[src/rtl/kwdt_pkg.sv]
package kwdt_pkg;
  // register byte offsets
  localparam int unsigned OFF_KEY  = 32'h00;
  localparam int unsigned OFF_PRE  = 32'h04;
  localparam int unsigned OFF_RLD  = 32'h08;
  localparam int unsigned OFF_STAT = 32'h0C;
  localparam int unsigned OFF_EW   = 32'h14;

  // key words
  localparam logic [31:0] KEY_UNLOCK  = 32'h0000_5555;
  localparam logic [31:0] KEY_REFRESH = 32'h0000_AAAA;
  localparam logic [31:0] KEY_START   = 32'h0000_CCCC;

  // early-warning control fields
  localparam int unsigned EW_EN_BIT  = 15;
  localparam int unsigned EW_CLR_BIT = 14;

  typedef struct packed {
    logic ew_busy;
    logic win_busy;
    logic rld_busy;
    logic pre_busy;
  } stat_t;
endpackage

[src/rtl/kwdt_keyctl.sv]
module kwdt_keyctl #(
  parameter int unsigned DATA_W = 32
) (
  input  logic              clk,
  input  logic              rst_n,
  input  logic              key_wr,
  input  logic [DATA_W-1:0] key_val,
  output logic              unlocked,
  output logic              started,
  output logic              start_p,
  output logic              refresh_p
);
  logic unlocked_d, started_d;

  assign start_p   = key_wr && (key_val == DATA_W'(kwdt_pkg::KEY_START));
  assign refresh_p = key_wr && (key_val == DATA_W'(kwdt_pkg::KEY_REFRESH));

  always_comb begin
    unlocked_d = unlocked;
    started_d  = started;
    if (key_wr) unlocked_d = (key_val == DATA_W'(kwdt_pkg::KEY_UNLOCK));
    if (start_p) started_d = 1'b1;
  end

  always_ff @(posedge clk or negedge rst_n) begin
    if (!rst_n) begin
      unlocked <= 1'b0;
      started  <= 1'b0;
    end else begin
      unlocked <= unlocked_d;
      started  <= started_d;
    end
  end


  relock_chk: assert property (@(posedge clk) disable iff (!rst_n)
    (key_wr && key_val != DATA_W'(kwdt_pkg::KEY_UNLOCK)) |=> !unlocked);


  no_stop_chk: assert property (@(posedge clk) disable iff (!rst_n)
    started |=> started);
endmodule

[src/rtl/kwdt_sync.sv]
module kwdt_sync #(
  parameter int unsigned W       = 12,
  parameter int unsigned TICKS   = 3,
  parameter logic [W-1:0] RST_VAL = '0
) (
  input  logic         clk,
  input  logic         rst_n,
  input  logic         wr,
  input  logic [W-1:0] wval,
  input  logic         tick,
  output logic [W-1:0] shadow,
  output logic [W-1:0] active,
  output logic         pending
);
  localparam int unsigned CW = $clog2(TICKS + 1);

  logic [CW-1:0] cnt_q, cnt_d;
  logic [W-1:0]  shadow_d, active_d;

  assign pending = (cnt_q != '0);

  always_comb begin
    cnt_d    = cnt_q;
    shadow_d = shadow;
    active_d = active;
    if (wr) begin
      shadow_d = wval;
      cnt_d    = CW'(TICKS);
    end else if (tick && pending) begin
      cnt_d = cnt_q - 1'b1;
      if (cnt_q == CW'(1)) active_d = shadow;
    end
  end

  always_ff @(posedge clk or negedge rst_n) begin
    if (!rst_n) begin
      cnt_q  <= '0;
      shadow <= RST_VAL;
      active <= RST_VAL;
    end else begin
      cnt_q  <= cnt_d;
      shadow <= shadow_d;
      active <= active_d;
    end
  end


  busy_on_write_chk: assert property (@(posedge clk) disable iff (!rst_n)
    wr |=> pending);


  busy_clear_on_tick_chk: assert property (@(posedge clk) disable iff (!rst_n)
    $fell(pending) |-> $past(tick));
endmodule

[src/rtl/kwdt_prescaler.sv]
module kwdt_prescaler #(
  parameter int unsigned PRE_W      = 4,
  parameter int unsigned MAX_CODE   = 6,
  parameter int unsigned BASE_SHIFT = 2
) (
  input  logic             clk,
  input  logic             rst_n,
  input  logic             run,
  input  logic             clear,
  input  logic             tick,
  input  logic [PRE_W-1:0] code,
  output logic             step
);
  localparam int unsigned DW = BASE_SHIFT + MAX_CODE;

  logic [DW-1:0]    pcnt_q, pcnt_d, div_m1;
  logic [DW:0]      div_full;
  logic [PRE_W-1:0] code_eff;
  int unsigned      sh;

  always_comb begin
    code_eff = (code > PRE_W'(MAX_CODE)) ? PRE_W'(MAX_CODE) : code;
    sh       = 32'(code_eff) + BASE_SHIFT;
    div_full = (DW+1)'(1) << sh;
    div_m1   = DW'(div_full - 1'b1);
  end

  assign step = run && tick && !clear && (pcnt_q >= div_m1);

  always_comb begin
    pcnt_d = pcnt_q;
    if (clear || !run)  pcnt_d = '0;
    else if (step)      pcnt_d = '0;
    else if (tick)      pcnt_d = pcnt_q + 1'b1;
  end

  always_ff @(posedge clk or negedge rst_n) begin
    if (!rst_n) pcnt_q <= '0;
    else        pcnt_q <= pcnt_d;
  end


  restart_after_step_chk: assert property (@(posedge clk) disable iff (!rst_n)
    step |=> (pcnt_q == '0));
endmodule

[src/rtl/kwdt_counter.sv]
module kwdt_counter #(
  parameter int unsigned CNT_W = 12
) (
  input  logic             clk,
  input  logic             rst_n,
  input  logic             run,
  input  logic             load,
  input  logic [CNT_W-1:0] reload_val,
  input  logic             step,
  input  logic [CNT_W-1:0] ew_cmp,
  input  logic             ew_clr,
  output logic             rst_req,
  output logic             ew_flag
);
  logic [CNT_W-1:0] cnt_q, cnt_d;
  logic             req_d, flag_d;

  always_comb begin
    cnt_d  = cnt_q;
    req_d  = 1'b0;
    flag_d = ew_flag;
    if (load) begin
      cnt_d = reload_val;
    end else if (run && step) begin
      if (cnt_q == '0) begin
        cnt_d = reload_val;
        req_d = 1'b1;
      end else begin
        cnt_d = cnt_q - 1'b1;
      end
      if (cnt_q == ew_cmp) flag_d = 1'b1;
    end
    if (ew_clr) flag_d = 1'b0;
  end

  always_ff @(posedge clk or negedge rst_n) begin
    if (!rst_n) begin
      cnt_q   <= '1;
      rst_req <= 1'b0;
      ew_flag <= 1'b0;
    end else begin
      cnt_q   <= cnt_d;
      rst_req <= req_d;
      ew_flag <= flag_d;
    end
  end


  single_pulse_chk: assert property (@(posedge clk) disable iff (!rst_n)
    rst_req |=> !rst_req);


  reload_on_expiry_chk: assert property (@(posedge clk) disable iff (!rst_n)
    rst_req |-> (cnt_q == $past(reload_val)));


  ew_clear_chk: assert property (@(posedge clk) disable iff (!rst_n)
    ew_clr |=> !ew_flag);
endmodule

[src/rtl/kwdt_top.sv]
module kwdt_top #(
  parameter int unsigned ADDR_W     = 5,
  parameter int unsigned DATA_W     = 32,
  parameter int unsigned CNT_W      = 12,
  parameter int unsigned PRE_W      = 4,
  parameter int unsigned SYNC_TICKS = 3
) (
  input  logic              clk,
  input  logic              rst_n,
  input  logic              slow_tick,
  input  logic [ADDR_W-1:0] bus_addr,
  input  logic [DATA_W-1:0] bus_wdata,
  input  logic              bus_we,
  output logic [DATA_W-1:0] bus_rdata,
  output logic              rst_req,
  output logic              ew_irq
);
  import kwdt_pkg::*;

  localparam logic [ADDR_W-1:0] A_KEY  = ADDR_W'(OFF_KEY);
  localparam logic [ADDR_W-1:0] A_PRE  = ADDR_W'(OFF_PRE);
  localparam logic [ADDR_W-1:0] A_RLD  = ADDR_W'(OFF_RLD);
  localparam logic [ADDR_W-1:0] A_STAT = ADDR_W'(OFF_STAT);
  localparam logic [ADDR_W-1:0] A_EW   = ADDR_W'(OFF_EW);
  localparam int unsigned EW_W = CNT_W + 1;

  // reset: asserted asynchronously, released on clk
  logic rst_meta, rst_s;
  always_ff @(posedge clk or negedge rst_n) begin
    if (!rst_n) begin
      rst_meta <= 1'b0;
      rst_s    <= 1'b0;
    end else begin
      rst_meta <= 1'b1;
      rst_s    <= rst_meta;
    end
  end

  logic unlocked, started, start_p, refresh_p;
  logic key_wr, wr_pre, wr_rld, wr_ew, ew_clr;

  assign key_wr = bus_we && (bus_addr == A_KEY);
  assign wr_pre = bus_we && unlocked && (bus_addr == A_PRE);
  assign wr_rld = bus_we && unlocked && (bus_addr == A_RLD);
  assign wr_ew  = bus_we && unlocked && (bus_addr == A_EW);
  assign ew_clr = wr_ew && bus_wdata[EW_CLR_BIT];

  kwdt_keyctl #(.DATA_W(DATA_W)) u_key (
    .clk(clk), .rst_n(rst_s), .key_wr(key_wr), .key_val(bus_wdata),
    .unlocked(unlocked), .started(started),
    .start_p(start_p), .refresh_p(refresh_p)
  );

  logic [PRE_W-1:0] pre_shadow, pre_active;
  logic [CNT_W-1:0] rld_shadow, rld_active;
  logic [EW_W-1:0]  ew_shadow, ew_active, ew_wval;
  stat_t            stat;

  assign ew_wval = {bus_wdata[EW_EN_BIT], bus_wdata[CNT_W-1:0]};

  kwdt_sync #(.W(PRE_W), .TICKS(SYNC_TICKS), .RST_VAL('0)) u_pre_sync (
    .clk(clk), .rst_n(rst_s), .wr(wr_pre), .wval(bus_wdata[PRE_W-1:0]),
    .tick(slow_tick), .shadow(pre_shadow), .active(pre_active),
    .pending(stat.pre_busy)
  );

  kwdt_sync #(.W(CNT_W), .TICKS(SYNC_TICKS), .RST_VAL('1)) u_rld_sync (
    .clk(clk), .rst_n(rst_s), .wr(wr_rld), .wval(bus_wdata[CNT_W-1:0]),
    .tick(slow_tick), .shadow(rld_shadow), .active(rld_active),
    .pending(stat.rld_busy)
  );

  kwdt_sync #(.W(EW_W), .TICKS(SYNC_TICKS), .RST_VAL('0)) u_ew_sync (
    .clk(clk), .rst_n(rst_s), .wr(wr_ew), .wval(ew_wval),
    .tick(slow_tick), .shadow(ew_shadow), .active(ew_active),
    .pending(stat.ew_busy)
  );

  assign stat.win_busy = 1'b0;

  logic step, ew_flag, cnt_load;
  assign cnt_load = start_p || refresh_p;

  kwdt_prescaler #(.PRE_W(PRE_W)) u_pre (
    .clk(clk), .rst_n(rst_s), .run(started), .clear(cnt_load),
    .tick(slow_tick), .code(pre_active), .step(step)
  );

  kwdt_counter #(.CNT_W(CNT_W)) u_cnt (
    .clk(clk), .rst_n(rst_s), .run(started), .load(cnt_load),
    .reload_val(rld_active), .step(step), .ew_cmp(ew_active[CNT_W-1:0]),
    .ew_clr(ew_clr), .rst_req(rst_req), .ew_flag(ew_flag)
  );

  assign ew_irq = ew_flag && ew_active[CNT_W];

  always_comb begin
    bus_rdata = '0;
    case (bus_addr)
      A_PRE:  bus_rdata = DATA_W'(pre_shadow);
      A_RLD:  bus_rdata = DATA_W'(rld_shadow);
      A_STAT: bus_rdata = DATA_W'(stat);
      A_EW: begin
        bus_rdata[EW_EN_BIT]   = ew_shadow[CNT_W];
        bus_rdata[CNT_W-1:0]   = ew_shadow[CNT_W-1:0];
      end
      default: bus_rdata = '0;
    endcase
  end


  locked_reload_chk: assert property (@(posedge clk) disable iff (!rst_s)
    (bus_we && bus_addr == A_RLD && !unlocked) |=> $stable(rld_shadow));
endmodule

[config.mk]
export PLATFORM = sky130hd
export DESIGN_NAME = kwdt_top
export DESIGN_NICKNAME = d
export VERILOG_FILES = /design/src/rtl/kwdt_pkg.sv /design/src/rtl/kwdt_keyctl.sv /design/src/rtl/kwdt_sync.sv /design/src/rtl/kwdt_prescaler.sv /design/src/rtl/kwdt_counter.sv /design/src/rtl/kwdt_top.sv
export SDC_FILE = /design/constraint.sdc
export NUM_CORES = 1
export LEC_CHECK = 0
export BUFFER_PORTS_ARGS = -buffer_cell sky130_fd_sc_hd__buf_2
export CAP_MARGIN = 20
export CELL_PAD_IN_SITES_DETAIL_PLACEMENT = 2
export CELL_PAD_IN_SITES_GLOBAL_PLACEMENT = 2
export CORE_UTILIZATION = 35
export DETAILED_ROUTE_END_ITERATION = 8
export GPL_TIMING_DRIVEN = 0
export PLACE_DENSITY = 0.76
export SLEW_MARGIN = 30
export SYNTH_ARGS = -nofsm -noshare
export SYNTH_HDL_FRONTEND = slang
export SYNTH_HIERARCHICAL = 1
export SYNTH_SLANG_ARGS = --single-unit
[constraint.sdc]
create_clock -name clk -period 2.7 [get_ports clk]
set_input_delay 0 -clock clk [delete_from_list [all_inputs] [get_ports clk]]
set_output_delay 0 -clock clk [all_outputs]
set_load 0.05 [all_outputs]
==> results of run 1 <==
[stage by stage]
stage,total power [W],setup slack [ps],utilization [%],cells
after floorplan,0.00258,-500,-,472
after global placement,0.00284,-1090,40.4,710
after detailed placement,0.00294,-1090,40.7,712
after CTS,0.00464,-875,45.8,765
after global routing,0.00528,-1410,47.9,782
final,0.00509,-1270,47.9,782
[repair_timing]
| item | CTS | global route |
|---|---|---|
| cloned | 1 | 1 |
| pin swaps | 16 | 16 |
| setup endpoints to repair | 22 | 22 |
| buffers inserted | 22 | 17 |
| hold endpoints to repair | 24 | 0 |
| gates resized for setup | 22 | 32 |
| hold buffers | 14 | 0 |
[registers in the layout (all words and copies together), names as in the netlist, 2 cells and up]
name / flops
u_ew_sync/active: 13
u_ew_sync/shadow: 13
u_cnt/cnt_q: 12
u_rld_sync/active: 12
u_rld_sync/shadow: 12
u_pre/pcnt_q: 8
u_pre_sync/active: 4
u_pre_sync/shadow: 4
u_ew_sync/cnt_q: 2
u_pre_sync/cnt_q: 2
u_rld_sync/cnt_q: 2
[worst paths after layout]
kind                                                   from                           endpoint  slack (ps)  cells past startpoint
min                                           bus_wdata[27]          u_key/started$_DFFE_PN0P_          10                      4
min in group asynchronous                   rst_s$_DFF_PN0_   u_pre_sync/active[2]$_DFFE_PN0P_         160                      0
max in group asynchronous                   rst_s$_DFF_PN0_  u_rld_sync/active[10]$_DFFE_PN1P_        1710                      2
min reg2reg                                 rst_s$_DFF_PN0_   u_pre_sync/active[2]$_DFFE_PN0P_         160                      0
max                        u_pre_sync/active[3]$_DFFE_PN0P_         u_cnt/cnt_q[9]$_DFFE_PN1P_       -1270                     20
max reg2reg                u_pre_sync/active[3]$_DFFE_PN0P_         u_cnt/cnt_q[9]$_DFFE_PN1P_       -1270                     20
[power breakdown]
group	internal [W]	switching (W)	total, W
clock	0.000864	0.000605	0.00147
combinational	0.000950	0.00102	0.00197
sequential	0.00149	0.000156	0.00164
[cells by family (layout without fill, tap and decap cells)]
group | count (synthesis) | count (layout) | share of synthesized area [%]
AO/OA/AOI/OAI | 75 | 75 | 11.2
AND/OR/NAND/NOR | 129 | 129 | 17.0
XOR/XNOR | 16 | 16 | 2.66
multiplexers | 66 | 66 | 14.2
flip-flops | 90 | 90 | 43.7
buffers and inverters | 57 | 183 | 6.57
other | 2 | 20 | 0.143
adder cells (fa/ha/maj) | 19 | 19 | 4.52
[area by class of cell]
cell class,count,area [um^2],area share (%)
Tap cell,184,230,3.29
Clock inverter,4,73.8,1.06
Clock buffer,12,256,3.67
Buffer,38,295,4.22
Timing Repair Buffer,110,783,11.2
Sequential cell,90,2300,32.9
Inverter,19,71.3,1.02
Multi-Input combinational cell,325,2980,42.6
[critical path: cells and delay by family, from the launching register on]
family | cells | cell delay (ps)
buffers and inverters | 4 | 460
DFF | 1 | 470
and+or+nand+nor | 7 | 1340
AOI/OAI and AO/OA | 6 | 810
adders and majority gates | 3 | 830
[synthesized netlist by cell type, types with 4 or more instances]
master,instances
ha_1,19
dfstp_2,36
xnor2_1,16
a22o_1,8
dfrtp_1,54
nor4bb_1,4
mux2_2,59
buf_4,22
mux2i_1,6
nand4_1,7
a31oi_1,8
a21oi_1,14
nand3_1,13
buf_6,5
and3_1,7
nor3_1,9
nor2_1,20
inv_1,19
nand2_1,16
buf_2,8
nand2b_1,9
nor4_1,4
[metal layers]
| layer | vias to the layer above | wire length [um] | global-route usage [%] | share of wire [%] |
|---|---|---|---|---|
| met2 | 143 | 10900 | 45.1 | 52 |
| met3 | 40 | 797 | 3.87 | 3.8 |
| met1 | 2315 | 8600 | 30.7 | 41 |
| li1 | 1898 | - | - | - |
| met5 | - | 0 | 0 | 0 |
| met4 | 0 | 694 | 11.9 | 3.3 |
==> metrics.csv, run 1 <==
metric,value,unit
status,finished with violations,
failing checks,negative setup slack,
CP most frequent cell,nor2_4,
setup TNS,-22200,ps
antenna cell count,0,
Worst-path clk slew,70,ps
"Worst Setup Slack, final",-1270,ps
initial core utilization,36.1,%
placed cell area,5940,um^2
Die Wd,125,um
critical path endpoint category,flop,
Hold Crit Class,input port to flop,
CP Launch Type,flop,
final hold slack,10.6,ps
share of cells above drive strength 1,53.3,%
RSZ-0062 raised after global routing,yes,
Sink Count,90,
die area,15500,um^2
Setup Viol. Count Final,22,
Initial DRT Pass Iterations,4,
crit path max fanout,5,
post-synth cell types,79,
largest net degree at the start of global routing,49,
Fillers,1431,
CP Data Required Time,2990,ps
Synth Instances,454,
DR vias/cell,5.62,
ranking of synthesized cells by area,"dfrtp_1 (26%), dfstp_2 (18%), mux2_2 (13%)",
Clock Latency Late Sink,360,ps
gpl congestion,0.800,
Final Max Slew Viols,0,
"area leader, netlist",dfrtp_1,
post-route DRC violation count,0,
Max IR drop VDD,0.524,mV
Main synth FF type,dfrtp_1,
Fmax,0.252,GHz
number of flops mapped to enable cells by yosys,0,
Mapped Area,5260,um^2
"commonest non-fill, non-tap cell in the layout",buf_2,
# IOs,75,
die span in y,125,um
relative slew slack,52.3,%
Worst Path Arrival,4260,ps
Core ar.,14600,um^2
asr flop ratio synth,100,%
initial antenna violation count,0,
root buf cell,clkbuf_16,
H-tree lvl count,3,
post-route ant nets,0,
worst-margin pin slew,712,ps
post-synthesis register bit count,90,
Crit-path slowest cell,dfrtp_2,
Post-Syn Area per Cell,11.6,um^2
1st-iter DRT viols,200,
yosys warns,6,
GRT overflow,0,
sequential fraction of the synthesis area,43.7,%
Clock Skews,14.2,ps
Pwr per Cell Area,728,nW/um^2
first-pass GRT wire length,29800,um
post-route design area,6990,um^2
hold violation total from the final report,0,
delay of the slowest critical-path stage,470,ps
Final min period,3970,ps
IO Port Bufs,54,
DRT Wirelength,21000,um
CTS Buffer Depth,2,
Max-Cap Viols,0,
Final period util,147,%
Pleak,3.23,nW
vias in the first global route,4853,
final net count,653,
CTS tree,built,
worst-path cell chain,nor2_4 -> inv_2 -> ha_4 -> nor2_4 -> nand4_1 -> ha_4 -> nor3_2 -> a21o_1 -> a21boi_2 -> ha_1 -> o211ai_1 -> nor2_4 -> a21oi_2 -> and3b_2 -> buf_4 -> buf_6 -> nor4bb_4 -> buf_4 -> a311oi_1 -> a211o_1,
most frequent cells in the layout,"buf_2 (62), mux2_2 (59), buf_4 (56), dfrtp_1 (52), dfstp_2 (36)",
top cell type's share of synthesized area,25.7,%
CP Class,flop to flop,
GRT Total Usage,25.7,%
Vias,4396,
cts bufs inserted,9,
HPWL Detailed,11400,um
WL per Instance,26.9,um
Area Overhead vs Synth,32.9,%
Rows,44,
Note: power is estimated with default switching activity, not from simulation.
==> run 2, diff against run 1 <==
--- a/config.mk
+++ b/config.mk
@@ -12,7 +12,7 @@
 export CORE_UTILIZATION = 35
 export DETAILED_ROUTE_END_ITERATION = 8
 export GPL_TIMING_DRIVEN = 0
-export PLACE_DENSITY = 0.76
+export PLACE_DENSITY_LB_ADDON = 0.1
 export SLEW_MARGIN = 30
 export SYNTH_ARGS = -nofsm -noshare
 export SYNTH_HDL_FRONTEND = slang
==> metrics.csv, run 2 (same netlist as run 1, synthesis figures left out) <==
metric,value,unit
Pwr per Cell Area,697,nW/um^2
Reg2Reg Depth,18,
"Worst Setup Slack, final",-876,ps
# IOs,75,
Core ar.,14600,um^2
Final period util,132,%
Max IR drop VDD,0.349,mV
post-route ant nets,0,
vias in the first global route,4590,
HPWL Detailed,11100,um
Worst-path clk slew,60,ps
Vias,4042,
"commonest non-fill, non-tap cell in the layout",buf_2,
first-pass GRT wire length,25300,um
largest net degree at the start of global routing,50,
top flop regs,"u_ew_sync/active x13, u_ew_sync/shadow x13",
final net count,636,
Final Max Slew Viols,0,
Final min period,3580,ps
antenna cell count,0,
die area,15500,um^2
post-route design area,6700,um^2
CTS tree,built,
Fmax,0.280,GHz
1st-iter DRT viols,150,
critical path endpoint category,flop,
WL per Instance,20.2,um
Rows,44,
Initial DRT Pass Iterations,4,
worst-margin pin slew,643,ps
Sink Count,90,
hold violation total from the final report,0,
placed cell area,5920,um^2
most frequent cells in the layout,"buf_2 (62), mux2_2 (59), dfrtp_1 (52), buf_4 (43), dfstp_2 (36)",
status,finished with violations,
RSZ-0062 raised after global routing,yes,
Max-Cap Viols,0,
DRT Wirelength,15500,um
Reg area,2300,um^2
Pleak,3.09,nW
share of cells above drive strength 1,49.9,%
gpl congestion,0.801,
Area Overhead vs Synth,27.3,%
Clock Skews,7.61,ps
GRT Total Usage,21.0,%
CTS Buffer Depth,2,
CP Launch Type,flop,
relative slew slack,56.9,%
die span in y,125,um
initial core utilization,36.1,%
post-route DRC violation count,0,
CP Data Required Time,2970,ps
IO Port Bufs,54,
Fillers,1452,
initial antenna violation count,0,
Clock Latency Late Sink,350,ps
Die Wd,125,um
H-tree lvl count,3,
Worst Hold Path Cells,2,
DR vias/cell,5.28,
crit path max fanout,5,
failing checks,negative setup slack,
cts bufs inserted,9,
Worst Path Arrival,3850,ps
root buf cell,clkbuf_16,
Hold Crit Class,input port to flop,
GRT overflow,0,
CP Class,flop to flop,
area of the multi-input gates,2820,um^2
"Power, Total",0.00466,W
Setup Viol. Count Final,22,
[run 2: through the flow]
step / hold WS (ps) / worst slack (ps) / setup TNS (ps) / utilization [%] / instances
finish: 19.5 / -876 / -14750 / 45.9 / 765
global route: 21.5 / -1060 / -19180 / 45.9 / 765
CTS: 4.20 / -877 / -14600 / 45.8 / 764
detailed placement: -212 / -1130 / -15750 / 40.6 / 711
global placement: -215 / -1170 / -79770 / 40.4 / 710
floorplan: -296 / -500 / -4670 / - / 472
[run 2: timing repair]
item                                    4_1_cts  5_1_grt
gates resized for setup                      23        3
endpoints found under the hold margin        26        0
endpoints found under the setup margin       22       22
hold buffers                                 15        0
cloned                                        2        0
buffers inserted                             20        1
pin swaps                                    18        4
[run 2: layout make-up]
| cell class | instances | share of cell area (%) |
|---|---|---|
| Timing Repair Buffer | 93 | 9.32 |
| Inverter | 19 | 1.07 |
| Multi-Input combinational cell | 325 | 42.1 |
| Clock inverter | 4 | 1.48 |
| Sequential cell | 90 | 34.4 |
| Tap cell | 184 | 3.44 |
| Clock buffer | 12 | 3.83 |
| Buffer | 38 | 4.41 |
[run 2: power breakdown]
| part | switching, W | leakage (nW) | internal (W) |
|---|---|---|---|
| clock network | 0.000540 | 0.173 | 0.000958 |
| registers | 0.000140 | 1.09 | 0.00149 |
| logic | 0.000769 | 1.83 | 0.000767 |
| total | 0.00145 | 3.09 | 0.00321 |
[run 2: layer usage]
| layer | vias to the layer above | routed length [um] | global-route usage, % |
|---|---|---|---|
| li1 | 1879 | - | - |
| met1 | 2065 | 7020 | 27.2 |
| met2 | 81 | 7800 | 36.1 |
| met3 | 17 | 438 | 3.22 |
| met4 | 0 | 235 | 6.38 |
| met5 | - | 0 | 0 |
[run 2: path summary, 6_finish.rpt]
path | start | to | slack, ps
max in group asynchronous | rst_s$_DFF_PN0_ | u_cnt/cnt_q[8]$_DFFE_PN1P_ | 1640
hold / removal | bus_wdata[0] | u_ew_sync/shadow[0]$_DFFE_PN0P_ | 20
hold reg to reg | rst_s$_DFF_PN0_ | u_pre_sync/shadow[3]$_DFFE_PN0P_ | 330
setup reg to reg | u_pre_sync/active[3]$_DFFE_PN0P_ | u_cnt/ew_flag$_DFFE_PN0P_ | -880
setup / recovery | u_pre_sync/active[3]$_DFFE_PN0P_ | u_cnt/ew_flag$_DFFE_PN0P_ | -880
min in group asynchronous | rst_s$_DFF_PN0_ | u_pre_sync/shadow[3]$_DFFE_PN0P_ | 330
[run 2: worst max-delay path: stages, from the launching register on]
cell,delay (ps)
dfrtp_2,460
nor2_4,110
inv_2,60
ha_4,250
nor2_4,110
nand4_1,170
ha_4,240
nor3_2,120
a21oi_1,70
o21a_1,190
ha_1,280
nand2_2,90
o21ai_2,130
a21oi_2,40
and3b_2,290
and3b_2,220
nand4_1,80
or4_4,440
a21oi_2,160
